File: src/rtl/btag_pkg.sv
package btag_pkg;
  typedef enum logic [2:0] {
    FORM_SEQ     = 3'd0,
    FORM_LONG    = 3'd1,
    FORM_PAGE    = 3'd2,
    FORM_SHORT   = 3'd3,
    FORM_COND    = 3'd4,
    FORM_CODE_DP = 3'd5,
    FORM_CODE_PC = 3'd6,
    FORM_RSVD    = 3'd7
  } form_e;
endpackage

File: src/rtl/btag_seq_adder.sv
module btag_seq_adder #(
  parameter int PC_W  = 16,
  parameter int LEN_W = 2
) (
  input  logic [PC_W-1:0]  cur_pc,
  input  logic [LEN_W-1:0] instr_len,
  output logic [PC_W-1:0]  seq_pc
);
  localparam int PAD_W = PC_W - LEN_W;

  always_comb begin
    seq_pc = cur_pc + {{PAD_W{1'b0}}, instr_len};
  end
endmodule

File: src/rtl/btag_jump_sel.sv
module btag_jump_sel
  import btag_pkg::*;
#(
  parameter int PC_W   = 16,
  parameter int PAGE_W = 11,
  parameter int OFS_W  = 8
) (
  input  form_e             form,
  input  logic [PC_W-1:0]   seq_pc,
  input  logic [PC_W-1:0]   abs_fld,
  input  logic [OFS_W-1:0]  rel_ofs,
  input  logic              taken,
  output logic [PC_W-1:0]   target
);
  localparam int EXT_W = PC_W - OFS_W;

  logic [PC_W-1:0] rel_tgt;
  logic [PC_W-1:0] page_tgt;

  always_comb begin
    rel_tgt  = seq_pc + {{EXT_W{rel_ofs[OFS_W-1]}}, rel_ofs};
    page_tgt = {seq_pc[PC_W-1:PAGE_W], abs_fld[PAGE_W-1:0]};
    unique case (form)
      FORM_LONG:  target = abs_fld;
      FORM_PAGE:  target = page_tgt;
      FORM_SHORT: target = rel_tgt;
      FORM_COND:  target = taken ? rel_tgt : seq_pc;
      default:    target = seq_pc;
    endcase
  end
endmodule

File: src/rtl/btag_code_addr.sv
module btag_code_addr
  import btag_pkg::*;
#(
  parameter int PC_W  = 16,
  parameter int ACC_W = 8
) (
  input  form_e            form,
  input  logic [PC_W-1:0]  seq_pc,
  input  logic [PC_W-1:0]  dptr,
  input  logic [ACC_W-1:0] acc,
  output logic [PC_W-1:0]  code_addr
);
  localparam int PAD_W = PC_W - ACC_W;

  logic [PC_W-1:0] acc_ext;

  always_comb begin
    acc_ext = {{PAD_W{1'b0}}, acc};
    unique case (form)
      FORM_CODE_DP: code_addr = dptr + acc_ext;
      FORM_CODE_PC: code_addr = seq_pc + acc_ext;
      default:      code_addr = '0;
    endcase
  end
endmodule

File: src/rtl/branch_target_gen.sv
module branch_target_gen
  import btag_pkg::*;
#(
  parameter int PC_W   = 16,
  parameter int PAGE_W = 11,
  parameter int OFS_W  = 8,
  parameter int ACC_W  = 8,
  parameter int LEN_W  = 2,
  parameter int SYNC_N = 2
) (
  input  logic              clk,
  input  logic              rst_n,
  input  logic              req_vld,
  input  logic [PC_W-1:0]   cur_pc,
  input  logic [LEN_W-1:0]  instr_len,
  input  logic [2:0]        form,
  input  logic [PC_W-1:0]   abs_fld,
  input  logic [OFS_W-1:0]  rel_ofs,
  input  logic [ACC_W-1:0]  acc,
  input  logic [PC_W-1:0]   dptr,
  input  logic              taken,
  output logic              rsp_vld,
  output logic [PC_W-1:0]   next_pc,
  output logic [PC_W-1:0]   code_addr
);
  // reset: asserted asynchronously, released through a short flop chain
  logic [SYNC_N-1:0] rst_sync_q;
  logic              rst_n_int;

  always_ff @(posedge clk or negedge rst_n) begin
    if (!rst_n) rst_sync_q <= '0;
    else        rst_sync_q <= {rst_sync_q[SYNC_N-2:0], 1'b1};
  end
  assign rst_n_int = rst_sync_q[SYNC_N-1];

  form_e           form_q;
  logic [PC_W-1:0] seq_pc;
  logic [PC_W-1:0] tgt_d;
  logic [PC_W-1:0] caddr_d;

  assign form_q = form_e'(form);

  btag_seq_adder #(.PC_W(PC_W), .LEN_W(LEN_W)) seq_i (
    .cur_pc    (cur_pc),
    .instr_len (instr_len),
    .seq_pc    (seq_pc)
  );

  btag_jump_sel #(.PC_W(PC_W), .PAGE_W(PAGE_W), .OFS_W(OFS_W)) jsel_i (
    .form    (form_q),
    .seq_pc  (seq_pc),
    .abs_fld (abs_fld),
    .rel_ofs (rel_ofs),
    .taken   (taken),
    .target  (tgt_d)
  );

  btag_code_addr #(.PC_W(PC_W), .ACC_W(ACC_W)) caddr_i (
    .form      (form_q),
    .seq_pc    (seq_pc),
    .dptr      (dptr),
    .acc       (acc),
    .code_addr (caddr_d)
  );

  // next-state
  logic            vld_d;
  logic [PC_W-1:0] npc_d;
  logic [PC_W-1:0] cad_d;

  always_comb begin
    vld_d = req_vld;
    npc_d = next_pc;
    cad_d = code_addr;
    if (req_vld) begin
      npc_d = tgt_d;
      cad_d = caddr_d;
    end
  end

  // registers
  always_ff @(posedge clk or negedge rst_n_int) begin
    if (!rst_n_int) begin
      rsp_vld   <= 1'b0;
      next_pc   <= '0;
      code_addr <= '0;
    end else begin
      rsp_vld   <= vld_d;
      next_pc   <= npc_d;
      code_addr <= cad_d;
    end
  end
endmodule

File: config.mk
export PLATFORM = sky130hd
export DESIGN_NAME = branch_target_gen
export DESIGN_NICKNAME = d
export VERILOG_FILES = /design/src/rtl/btag_pkg.sv /design/src/rtl/btag_seq_adder.sv /design/src/rtl/btag_jump_sel.sv /design/src/rtl/btag_code_addr.sv /design/src/rtl/branch_target_gen.sv
export SDC_FILE = /design/constraint.sdc
export NUM_CORES = 1
export LEC_CHECK = 0
export ABC_CLOCK_PERIOD_IN_PS = 1000
export BUFFER_PORTS_ARGS = -buffer_cell sky130_fd_sc_hd__buf_4
export CORE_MARGIN = 2
export CORE_UTILIZATION = 40
export CTS_CLUSTER_SIZE = 30
export DETAILED_ROUTE_END_ITERATION = 8
export PLACE_DENSITY = 0.76
export SLEW_MARGIN = 20
export SYNTH_ARGS = -nofsm -noshare
export SYNTH_HDL_FRONTEND = slang
export SYNTH_HIERARCHICAL = 1
export SYNTH_SLANG_ARGS = --single-unit
export TNS_END_PERCENT = 30
File: constraint.sdc
create_clock -name clk -period 1 [get_ports clk]
set_input_delay 0 -clock clk [delete_from_list [all_inputs] [get_ports clk]]
set_output_delay 0 -clock clk [all_outputs]
set_load 0.03 [all_outputs]
==> impl_metrics.ini <==
[setup_path]
crit_required_ns = 1.18
crit_path_start = cur_pc[0]
critical_path_class = in2reg
r2r_end = next_pc[0]
crit_chain = buf_6 > ha_4 > inv_2 > fa_2 > nor3_4 > buf_4 > xor2_4 > mux2_4 > ha_4 > or3_4 > a21oi_4 > a2111oi_4 > mux2i_1 > mux2_4
critical-path-top-delay-family = adder cells
slowest_delay_ns = 0.40
arrival_ns = 2.63
end_kind = flop
crit_path_max_fanout = 5
setup.worst_path.start_class = input port
slowest_stage = fa_2
ff2ff_setup_slack_ns = 0.21
regToRegStartpoint = next_pc[0]
crit_buf_inv = 3
reg2reg_depth = 1

[finish]
n_antenna_cell = 0
nets = 756
area_delta_synth_final_pct = 56.1
drive_gt1_share_pct = 56.4
utilization_pct = 64.0

[logic_synthesis]
async_flop_share_pct = 100
yosysSeqAreaShare_pct = 20.8
synth-main-ff-cell = dfrtp_1
synth_common_cells = dfrtp_1 (35), nand2_1 (34), mux2_4 (33), ha_1 (27), nor2_1 (25)
ys_warn_count = 6
synth-seq-cells = 35
synth_edf_count = 0
yosys.cell_types.count = 80
synth_cells = 439
synth.net_count = 542
synth_top_cells_by_area = dfrtp_1 (21%), mux2_4 (12%), ha_1 (8.0%)
yosys.area.top_type = dfrtp_1
yosysTopAreaCellShare_pct = 20.8
avgSynthCellArea_sq_um = 9.61
synthesis.area_sq_mm = 0.00422
synth.most_common_cell = dfrtp_1

[clocking]
cts_sinks = 35
clock_tree.root_cell = clkbuf_8
numCtsBuffers = 5
clk_latency_ns = 0.30
clk_path_buf_depth = 2
h-tree-depth = 2
clk_pin_slew_ns = 0.07
cts_tree = yes

[sta]
hold-worst-slack_ns = 0.0166
hold_viol_final = 0
grt_setup_unrepaired = yes
slew_violations = 0
finClkSkew_ns = 0.0115
finalSetupTns_ns = -36.68
final-setup-viol-count = 32
setup_slack_ns = -1.45
period_needed_ns = 2.45
fmax_ghz = 0.408
finalCritPeriodShare_pct = 245

[global_routing]
grt_start_max_net_pins = 34
grt.total_usage_pct = 24.3
grt_overflow_total = 0
grt_pass1_vias = 4556
grt_pass1_wl_microns = 22100
antenna_found_initial = 0

[place]
place.gp.congestion = 0.903
hpwl_microns = 10600
port-buffer-count = 105

[job]
max_cap_violations = 0

[floorplan]
design.core.area_sq_mm = 0.0103
core.rowCount = 37
fp.dieH_microns = 107
die-width_microns = 107
start_util_pct = 41.0
die_area_sq_mm = 0.0114
io_pins = 106

[route]
avgViaCountPerCell = 5.50
drtIter0Drc = 251
vias = 4344
drcViolationCount = 0
drt_pre_antenna_iters = 5
wl_per_cell_microns = 17.6
ant_nets = 0
drt_wl_total_microns = 13900

[run_status]
status = complete, but fails checks
violations = negative setup slack

[power]
powerDensity_mw_per_mm2 = 1080
power_leakage_nw = 3.06
power_mw = 7.09
ir_drop_mv = 0.537

[worst_hold_path]
hp-class = in2async
## sequential cells by signal, summed over array words and instances (netlist names)
name and count:
rst_sync_q 2, rsp_vld 1, next_pc 16, code_addr 16
## cells in the final DEF, fill, tap and decap left out, types with 4 or more instances in the layout
master	n
nand2_1	33
a21oi_1	14
nor2_1	23
mux2_2	14
nor2b_1	5
clkbuf_8	6
nor3_1	7
mux2_4	37
nand3b_1	4
a22oi_1	6
o21ai_2	4
a21oi_2	10
mux2i_1	11
buf_4	209
ha_4	12
o21ai_0	7
ha_1	13
xnor2_1	9
xor2_1	8
inv_1	13
o21ai_1	6
a211oi_2	5
nand3_1	13
nand4_1	13
dfrtp_1	35
buf_12	5
inv_2	4
and3_1	6
o21a_1	4
buf_6	6
a21o_1	6
nor4_4	4
or2_0	5
## routing by layer
metal / wire length [microns] / GRT usage [%] / vias up
met5: 0 / 0 / -
met3: 688 / 3.40 / 21
met1: 6060 / 31.3 / 2113
met4: 265 / 7.42 / 0
met2: 6920 / 42.1 / 137
li1: - / - / 2073
## report_power, final
| part | internal (mW) | switching, mW | total, mW |
|---|---|---|---|
| logic | 1.98 | 1.96 | 3.94 |
| registers | 1.61 | 0.125 | 1.74 |
| clock network | 0.808 | 0.603 | 1.41 |
| total | 4.40 | 2.69 | 7.09 |
## area by class of cell
cell class / count / area, sq um
Inverter: 17 / 63.8
Sequential cell: 35 / 876
Multi-Input combinational cell: 372 / 3600
Tap cell: 136 / 170
Clock inverter: 2 / 35.0
Clock buffer: 6 / 82.6
Fill cell: 825 / 3690
Timing Repair Buffer: 222 / 1760
## logic make-up after synthesis
family,after synthesis,share of synthesized area (%)
XOR/XNOR,24,4.98
multiplexers,62,19.2
buffers and inverters,32,4.98
flip-flops,35,20.8
adder cells (fa/ha/maj),30,9.43
AND/OR/NAND/NOR,147,20.7
AO/OA/AOI/OAI,108,19.9
other,1,0.0889
## through the flow
step | area [sq um] | instances | setup slack (ns)
floorplan | 4410 | 439 | -1.54
global placement | 6060 | 768 | -1.71
detailed placement | 6060 | 768 | -1.80
CTS | 6470 | 785 | -1.42
global route | 6580 | 790 | -1.52
finish | 6580 | 790 | -1.45
## how the worst max path moves through the flow
stage	to	depth (start not counted)
finish	code_addr[13]	14
global route	next_pc[12]	12
CTS	code_addr[15]	14
detailed placement	next_pc[13]	14
global placement	next_pc[13]	13
floorplan	next_pc[13]	13
## timing repair
| item | in CTS | in global routing |
|---|---|---|
| hold buffers | 2 | 0 |
| pin swaps | 29 | 10 |
| buffers inserted | 7 | 5 |
| resized for setup | 48 | 15 |
| endpoints found under the setup margin | 32 | 32 |
| cloned | 0 | 0 |
| hold endpoints to repair | 3 | 0 |
No activity file was read; power rests on OpenSTA's default activity.
